### src/rtl/xact_pkg.sv
// Package: shared types for the transfer activation arbiter.
// Assumes: nothing beyond IEEE 1800-2017.
package xact_pkg;
    typedef enum logic [1:0] {
        ST_IDLE  = 2'd0,
        ST_OFFER = 2'd1,
        ST_BUSY  = 2'd2
    } xact_state_e;
endpackage

### src/rtl/xact_enable_regs.sv
// Module: xact_enable_regs
// Holds the per-source enable bits as eight-bit registers. Applies software
// writes, and gives hardware clears priority over a write on the same edge.
// Assumes NUM_SRC is a multiple of 8 and hw_clr is at most one-hot.
module xact_enable_regs #(
    parameter int NUM_SRC = 16,
    parameter int AW      = 1
) (
    input  logic               clk,
    input  logic               rst_n,
    input  logic               wr_en,
    input  logic [AW-1:0]      addr,
    input  logic [7:0]         wr_data,
    input  logic [NUM_SRC-1:0] hw_clr,
    output logic [7:0]         rd_data,
    output logic [NUM_SRC-1:0] en
);
    localparam int NREG = NUM_SRC / 8;

    for (genvar r = 0; r < NREG; r++) begin : g_bank
        logic [7:0] q;
        logic [7:0] nxt;

        // Select the written value or the held value for this register.
        always_comb begin
            nxt = q;
            if (wr_en && addr == AW'(r)) nxt = wr_data;
        end

        // Store the register, masking out any bit under hardware clear.
        always_ff @(posedge clk) begin
            if (!rst_n) q <= '0;
            else        q <= nxt & ~hw_clr[r*8 +: 8];
        end

        assign en[r*8 +: 8] = q;
    end

    // Read multiplexer over the register bank.
    always_comb begin
        rd_data = '0;
        for (int r = 0; r < NREG; r++)
            if (addr == AW'(r)) rd_data = en[r*8 +: 8];
    end

    // A hardware-cleared bit reads 0 after the edge.
    assert_hw_clear_R6: assert property (@(posedge clk) disable iff (!rst_n)
        (hw_clr != '0) |=> ((en & $past(hw_clr)) == '0));
endmodule

### src/rtl/xact_pending.sv
// Module: xact_pending
// Latches enabled requests until the source is granted, so single-cycle
// pulses are kept. A new request in the grant cycle re-arms the bit.
// Assumes grant_oh is at most one-hot.
module xact_pending #(
    parameter int NUM_SRC = 16
) (
    input  logic               clk,
    input  logic               rst_n,
    input  logic [NUM_SRC-1:0] req,
    input  logic [NUM_SRC-1:0] en,
    input  logic [NUM_SRC-1:0] grant_oh,
    output logic [NUM_SRC-1:0] pend
);
    // Set on enabled request, clear on grant; setting wins.
    always_ff @(posedge clk) begin
        if (!rst_n) pend <= '0;
        else        pend <= (pend & ~grant_oh) | (req & en);
    end

    // An enabled request is pending after the next edge.
    assert_capture_R3: assert property (@(posedge clk) disable iff (!rst_n)
        ((req & en) != '0) |=> ((pend & $past(req & en)) == $past(req & en)));

    // Only a pending source can be granted.
    assert_grant_pending_R3: assert property (@(posedge clk) disable iff (!rst_n)
        (grant_oh & ~pend) == '0);
endmodule

### src/rtl/xact_prio_pick.sv
// Module: xact_prio_pick
// Fixed-priority picker: reports whether any bit is set, and the index of
// the lowest set bit. Purely combinational.
module xact_prio_pick #(
    parameter int N  = 16,
    parameter int IW = 4
) (
    input  logic [N-1:0]  vec,
    output logic          any,
    output logic [IW-1:0] idx
);
    // Scan from the top down so that the lowest set index is kept.
    always_comb begin
        any = |vec;
        idx = '0;
        for (int i = N - 1; i >= 0; i--)
            if (vec[i]) idx = IW'(i);
    end
endmodule

### src/rtl/xact_arbiter.sv
// Module: xact_arbiter (top)
// Routes each peripheral request to the interrupt controller or to the
// transfer engine according to its enable bit. Arbitrates pending
// activations by lowest index, runs the valid/ready offer, and performs
// clear-control when the engine reports completion.
// Assumes: act_ready only while act_valid; one single-cycle done_valid
// per accepted activation, arriving while busy.
module xact_arbiter
    import xact_pkg::*;
#(
    parameter int                 NUM_SRC      = 16,
    parameter logic [NUM_SRC-1:0] FLAGCLR_MASK = 16'h00F0,
    parameter int                 IW           = $clog2(NUM_SRC),
    parameter int                 AW           = (NUM_SRC / 8 > 1) ? $clog2(NUM_SRC / 8) : 1
) (
    input  logic               clk,
    input  logic               rst_n,
    input  logic [NUM_SRC-1:0] irq_req,
    output logic [NUM_SRC-1:0] irq_out,
    input  logic               en_wr,
    input  logic [AW-1:0]      en_addr,
    input  logic [7:0]         en_wdata,
    output logic [7:0]         en_rdata,
    output logic               act_valid,
    output logic [IW-1:0]      act_idx,
    input  logic               act_ready,
    input  logic               done_valid,
    input  logic               done_final,
    output logic [NUM_SRC-1:0] flag_clr
);
    xact_state_e        state;
    logic [IW-1:0]      cur_idx;
    logic [NUM_SRC-1:0] en;
    logic [NUM_SRC-1:0] pend;
    logic [NUM_SRC-1:0] grant_oh;
    logic [NUM_SRC-1:0] hw_clr;
    logic [NUM_SRC-1:0] cur_oh;
    logic               pick_any;
    logic [IW-1:0]      pick_idx;

    function automatic logic [NUM_SRC-1:0] low_mask(input logic [IW-1:0] i);
        return (NUM_SRC'(1) << i) - NUM_SRC'(1);
    endfunction

    xact_enable_regs #(.NUM_SRC(NUM_SRC), .AW(AW)) u_regs (
        .clk(clk), .rst_n(rst_n), .wr_en(en_wr), .addr(en_addr),
        .wr_data(en_wdata), .hw_clr(hw_clr), .rd_data(en_rdata), .en(en)
    );

    xact_pending #(.NUM_SRC(NUM_SRC)) u_pend (
        .clk(clk), .rst_n(rst_n), .req(irq_req), .en(en),
        .grant_oh(grant_oh), .pend(pend)
    );

    xact_prio_pick #(.N(NUM_SRC), .IW(IW)) u_pick (
        .vec(pend), .any(pick_any), .idx(pick_idx)
    );

    // Route requests of disabled sources to the interrupt controller.
    assign irq_out = irq_req & ~en;

    // Decode the grant and the enable clear from the handshake.
    always_comb begin
        cur_oh   = NUM_SRC'(1) << cur_idx;
        grant_oh = (state == ST_OFFER && act_ready) ? cur_oh : '0;
        hw_clr   = (state == ST_BUSY && done_valid && done_final) ? cur_oh : '0;
    end

    assign act_valid = (state == ST_OFFER);
    assign act_idx   = cur_idx;

    // Offer/transfer sequencing and the registered flag-clear strobe.
    always_ff @(posedge clk) begin
        if (!rst_n) begin
            state    <= ST_IDLE;
            cur_idx  <= '0;
            flag_clr <= '0;
        end else begin
            flag_clr <= (state == ST_BUSY && done_valid && !done_final)
                        ? (cur_oh & FLAGCLR_MASK) : '0;
            case (state)
                ST_IDLE:  if (pick_any) begin
                              cur_idx <= pick_idx;
                              state   <= ST_OFFER;
                          end
                ST_OFFER: if (act_ready)  state <= ST_BUSY;
                ST_BUSY:  if (done_valid) state <= ST_IDLE;
                default:  state <= ST_IDLE;
            endcase
        end
    end

    // The offered index holds until accepted.
    assert_idx_hold_R4: assert property (@(posedge clk) disable iff (!rst_n)
        (act_valid && !act_ready) |=> (act_valid && act_idx == $past(act_idx)));

    // The chosen source was pending and no lower index was pending.
    assert_pick_lowest_R4: assert property (@(posedge clk) disable iff (!rst_n)
        (state == ST_IDLE && pend != '0) |=>
        ((($past(pend) >> act_idx) & NUM_SRC'(1)) == NUM_SRC'(1)) &&
        (($past(pend) & low_mask(act_idx)) == '0));

    // Flag clear is at most one-hot and lasts a single cycle.
    assert_flag_onehot_R7: assert property (@(posedge clk) disable iff (!rst_n)
        $onehot0(flag_clr));
    assert_flag_pulse_R7: assert property (@(posedge clk) disable iff (!rst_n)
        (flag_clr != '0) |=> (flag_clr == '0));

    // Flag clear only follows a non-final completion.
    assert_flag_cause_R7: assert property (@(posedge clk) disable iff (!rst_n)
        (flag_clr != '0) |-> $past(done_valid && !done_final));
endmodule

### config.mk
export PLATFORM = sky130hd
export DESIGN_NAME = xact_arbiter
export DESIGN_NICKNAME = d
export VERILOG_FILES = /design/src/rtl/xact_pkg.sv /design/src/rtl/xact_enable_regs.sv /design/src/rtl/xact_pending.sv /design/src/rtl/xact_prio_pick.sv /design/src/rtl/xact_arbiter.sv
export SDC_FILE = /design/constraint.sdc
export NUM_CORES = 1
export LEC_CHECK = 0
export BUFFER_PORTS_ARGS = -buffer_cell sky130_fd_sc_hd__buf_2
export CAP_MARGIN = 15
export CORE_MARGIN = 10
export CORE_UTILIZATION = 45
export DETAILED_ROUTE_END_ITERATION = 6
export PLACE_DENSITY = 0.83
export SYNTH_ARGS = -nofsm -noshare
export SYNTH_HDL_FRONTEND = slang
export SYNTH_SLANG_ARGS = --single-unit
### constraint.sdc
create_clock -name clk -period 1.6 [get_ports clk]
set_input_delay 0 -clock clk [delete_from_list [all_inputs] [get_ports clk]]
set_output_delay 0 -clock clk [all_outputs]
set_load 0.005 [all_outputs]
-- Yosys cells after proc, flatten, opt, wreduce, memory -nomap -nowiden
Index checks and enable logic that the tools add are counted.
- bits in registers: 54
- bits of input ports: 31
- output and inout bits: 45
- logic and storage cells: 61
- equality and inequality tests: 5
- shifts and indexed selects: 1
- mux-type cells: 25
- bitwise gates (word level): 11
- reductions and logical operators: 12
- operator list (cell ; number):
    $mux W4 ; 16
    $and A16 B16 Y16 ; 3
    $mux W16 ; 2
    $not A16 Y16 ; 2
    $mux W8 ; 3
    $and A8 B8 Y8 ; 2
    $not A8 Y8 ; 2
    $or A16 B16 Y16 ; 1
    $reduce_or A16 Y1 ; 1
    $shl A1 B4 Y16 const A ; 1
    $logic_and A1 B1 Y1 ; 6
    $mux W2 ; 3
    $pmux W2 S3 ; 1
    $ne A2 B2 Y1 const B ; 2
    $reduce_and A2 Y1 ; 2
    $reduce_and A3 Y1 ; 1
    $eq A2 B1 Y1 const B ; 1
    $eq A2 B2 Y1 const B ; 1
    $logic_not A2 Y1 ; 1
    $ne A2 B1 Y1 const B ; 1
    $logic_not A1 Y1 ; 1
    $not A1 Y1 ; 1

-- Logic depth before layout (Yosys ltp)
- word-level depth: 16
- gate-level depth with buffers: 6

-- By module
Synthesis repeated with hierarchy kept, for this count alone.
- cells, all modules: 277
- area total of the unflattened synthesis: 2463.6 um^2
- modules (own cells, without submodules) (module ; times used ; cells each ; area each (um^2) ; sequential area each (um^2)):
    xact_arbiter ; 1 ; 117 ; 860.8 ; 200.2
    xact_enable_regs ; 1 ; 61 ; 777.0 ; 320.3
    xact_pending ; 1 ; 65 ; 649.4 ; 320.3
    xact_prio_pick ; 1 ; 34 ; 176.4 ; 0.0

-- Worst setup path after synthesis
No wires, ideal clock.
- path kind: register -> register
- from: register u_pend.pend[3]
- to: register cur_idx[0] (netlist: act_idx[0])
- setup time: 0.087 ns
- arrival: 1.469 ns
- data required time: 1.513 ns
- slack: 0.044 ns
- stages on the path, launching flop included: 5
- period minus slack after synthesis: 1.556 ns
- path through: dfxtp_1 or4_4 o41ai_4 nand3_1 o31ai_1
- cells in the longest elaborated chain, start to end: 4
- elaborated cells between the ends (all ways): 6
- classes of those cells: 4 x mux; 2 x reduce/logical
- RTL lines (element ; RTL line ; source):
    start, declared ; xact_pending.sv:13 ; output logic [NUM_SRC-1:0] pend
    start signal, assigned ; xact_pending.sv:18 ; else pend <= (pend & ~grant_oh) | (req & en);
    $mux W4 (4 in series) ; xact_prio_pick.sv:17 ; if (vec[i]) idx = IW'(i);
    end signal, assigned ; xact_arbiter.sv:83 ; cur_idx <= pick_idx;
    end, declared ; xact_arbiter.sv:32 ; logic [IW-1:0] cur_idx;
Several ways; a longest one is shown, not always the timed one.
A chain may end at the register's enable or synchronous reset.

-- Worst setup path after layout
- from: register u_pend.pend[9]
- to: register cur_idx[1] (netlist: act_idx[1])
- cells in the longest elaborated chain, start to end: 10
- elaborated cells between the ends (all ways): 12
- classes of those cells: 10 x mux; 2 x reduce/logical
- RTL lines (element ; RTL line):
    $mux W4 (10 in series) ; xact_prio_pick.sv:17
Several ways; a longest one is shown, not always the timed one.

==> flow_summary_export.csv <==
group,metric,value,unit
die,die_h,90.2,um
clocking,worst_setup_hold_path_clk_slew,80,ps
clocking,tritoncts_clock_tree,"built",
timing,report.final.setup_viol,2,
timing,clock.fmax,609,MHz
placed_design,dpl_cell_area,2660,um^2
die,chipWidth,90.2,um
global_routing,groute.usage.overall,16.3,%
yosys,ys_types,32,
setup_path,worst_ep_arrival,1850,ps
timing,timing.final.hold_violations,0,
outcome,failed_checks,"setup timing",
finish,layout.cells.most_common,"sky130_fd_sc_hd__buf_2",
pwr,power.leakage,1.26,nW
timing,grt_setup_unrepaired,"true",
route,ant_nets,0,
yosys,synth.top_cells.by_area,"sky130_fd_sc_hd__dfxtp_1, sky130_fd_sc_hd__nor2b_1, sky130_fd_sc_hd__mux2_2, sky130_fd_sc_hd__nand2b_1, sky130_fd_sc_hd__a21boi_0",
setup_path,cp_cell_sequence,"or4_4 > o41ai_4 > nand3_1 > o31ai_1",
timing,skew,5.46,ps
yosys,yosys_warn_count,0,
finish,layoutNonFillerInstCount,415,
yosys,synth_top_area_share,37.9,%
yosys,synth_sequential_area_ratio,37.9,%
finish,layout.cell_area.non_filler,2850,um^2
clocking,clock-sinks,42,
worst_hold_path,worst_hold_path.endpoint,"u_pend.pend[3]",
timing,relSlewSlack,65.6,%
clocking,clk_root_buffer_cell,"sky130_fd_sc_hd__clkbuf_8",
setup_path,critical_path.max_fanout,5,
global_routing,number_of_antenna_violations_at_the_first_check_in_global_routing,0,
yosys,synth.avg_cell_area,8.50,um^2
worst_hold_path,holdCritStartpoint,"irq_req[3]",
placed_design,dp_cells,397,
setup_path,r2r-end,"act_idx[1]",
finish,layout.nets,378,
timing,worstMarginPinSlew,515,ps
yosys,count_of_mapped_cells_out_of_synthesis,261,
route,dr.pass1.iters,4,
route,route.detailed.drc,0,
setup_path,setup.worst_path.start_class,"flop",
placed_design,place_congestion,0.950,
global_routing,overflow,0,
setup_path,end_kind,"flop",
clocking,ctsHtreeMaxLevel,2,
clocking,cts-buffers-inserted,5,
timing,postLayoutSetupSlackWorst,-41.2,ps
placed_design,port_buffers,63,
finish,drive_above_1_share,31.3,%
timing,period_needed,1640,ps
global_routing,vias_in_the_first_global_route,2371,
setup_path,timing.critical_path.slowest_cell_delay,550,ps
timing,totalNegativeSetupSlack,-71.6,ps
worst_hold_path,hold_class,"in2reg",
setup_path,setup.reg_to_reg.worst_slack,-40,ps
pwr,ir_drop,651,uV
worst_hold_path,min_delay_path_depth,3,
clocking,clock_tree.buffer_depth,2,
global_routing,grt_max_degree,26,
finish,diodes,0,
setup_path,reg2reg_from,"u_pend.pend[9]",
global_routing,grt_pass1_wl,11.2,mm
outcome,outcome,"finished with violations",
route,final_wirelength,6.86,mm
route,initialDrtViolationCount,218,
finish,area_growth_syn_to_layout,28.3,%
pwr,total_power,2.61,mW
die,design.die.area,8140,um^2
yosys,synth_area_leader,"sky130_fd_sc_hd__dfxtp_1",
clocking,clk-insertion-delay-late,300,ps
finish,final_core_utilization,59.9,%
pwr,power_density_over_the_cells,917,nW/um^2
setup_path,critPathRequiredTime,1810,ps
die,rows,25,
die,initial_utilization,46.7,%
timing,finalCritPeriodShare,103,%
finish,most-common-layout-cells,"sky130_fd_sc_hd__buf_2, sky130_fd_sc_hd__dfxtp_1, sky130_fd_sc_hd__nand2_1, sky130_fd_sc_hd__nor2b_1, sky130_fd_sc_hd__buf_4",
setup_path,critical_path.slowest_cell,"sky130_fd_sc_hd__or4_4",
route,avgViaCountPerCell,5.51,
route,routed-via-count,2287,
setup_path,critPathKind,"reg2reg",
placed_design,detailed_place_hpwl,5.21,mm
die,core_region_area,4750,um^2
yosys,syn-cell-area,2220,um^2
timing,final_max_tran_viols,0,
die,boundaryPins,76,
setup_path,reg2regPathDepth,4,
flow_run,max_cap_violations,0,
yosys,synth.ff_latch_count,42,
route,routed_wire_length_per_instance,16.5,um
==> synth_stat cells (all sizes together) <==
cell     n
nand3    6
o21ai   12
inv      6
nor3b    1
dfxtp   42
nand3b   2
nor3     5
conb     1
nand2   24
o221ai   1
a21oi   15
o211ai  12
nand2b  17
o311ai   1
nor2b   22
clkbuf   6
o31ai    9
a21boi  15
a211o    1
a22oi    2
or4      4
nor2    16
o211a    2
buf     17
o311a    3
mux2    12
o41ai    1
a31oi    4
and3b    2
==> kinds of logic (layout without fill, tap and decap cells) <==
| group | Yosys count | count (layout) | share of synthesized area, % |
|---|---|---|---|
| compound gates | 78 | 78 | 24.7 |
| buf+inv | 29 | 105 | 7.22 |
| flops | 42 | 42 | 37.9 |
| mux | 12 | 12 | 6.09 |
| other cells | 1 | 12 | 0.169 |
| simple gates | 99 | 99 | 23.9 |
==> worst max-delay path by stage <==
stage,start,slack (ps),to,cells after the start
after floorplan,u_pend.pend[3],40,act_idx[0],4
after global placement,u_pend.pend[3],20,act_idx[0],4
after detailed placement,u_pend.pend[3],-20,act_idx[0],4
after CTS,u_pend.pend[9],-20,act_idx[1],4
after global routing,u_pend.pend[9],-100,act_idx[1],4
final,u_pend.pend[9],-40,act_idx[1],4
==> metrics by stage <==
step / hold WS (ps) / worst slack, ps
4_1_cts: 1.40 / -20.4
5_1_grt: 2.82 / -105
3_5_place_dp: 280 / -16.6
6_report: 5.77 / -41.2
3_3_place_gp: 276 / 24.9
2_1_floorplan: 117 / 44.1
==> state kept, by name, indices dropped and copies added (netlist names) <==
signal           count
u_pend.pend         16
u_regs.g_bank.q     16
act_idx              4
flag_clr             4
state                2
==> worst max-delay path, delay by kind of cell, from the launching register on <==
| kind | cells | cell delay, ps |
|---|---|---|
| compound gates | 2 | 570 |
| simple gates | 2 | 660 |
| flops | 1 | 320 |
==> power breakdown <==
part           switching (mW)  total [mW]  internal [mW]  leakage (nW)
combinational           0.367       0.691          0.324         0.871
clock                   0.364       0.712          0.348        0.0482
sequential             0.0924        1.21           1.12         0.345
total                   0.823        2.61           1.79          1.26
==> routing by layer <==
layer  GRT usage, %  vias up  routed length (um)
li1               -     1079                   -
met1           17.5     1100                2740
met2           30.3       99                3570
met3           4.49        9                 480
met4           4.64        0                  73
met5              0        -                   0
==> area by class of cell <==
class / instances / area (um^2)
tap: 67 / 83.8
clock inverter: 1 / 5.00
inverter: 6 / 22.5
multi-input combinational: 201 / 1260
clock buffer: 7 / 86.3
fill: 416 / 1910
sequential: 42 / 843
timing repair buffer: 91 / 546
==> repair_timing <==
item / in CTS / in global routing
pin swaps: 4 / 0
hold buffers: 8 / 0
setup endpoints to repair: 2 / 4
hold endpoints to repair: 8 / 0
buffers inserted: 2 / 0
gates resized for setup: 2 / 1
Note: power is estimated with default switching activity, not from simulation.
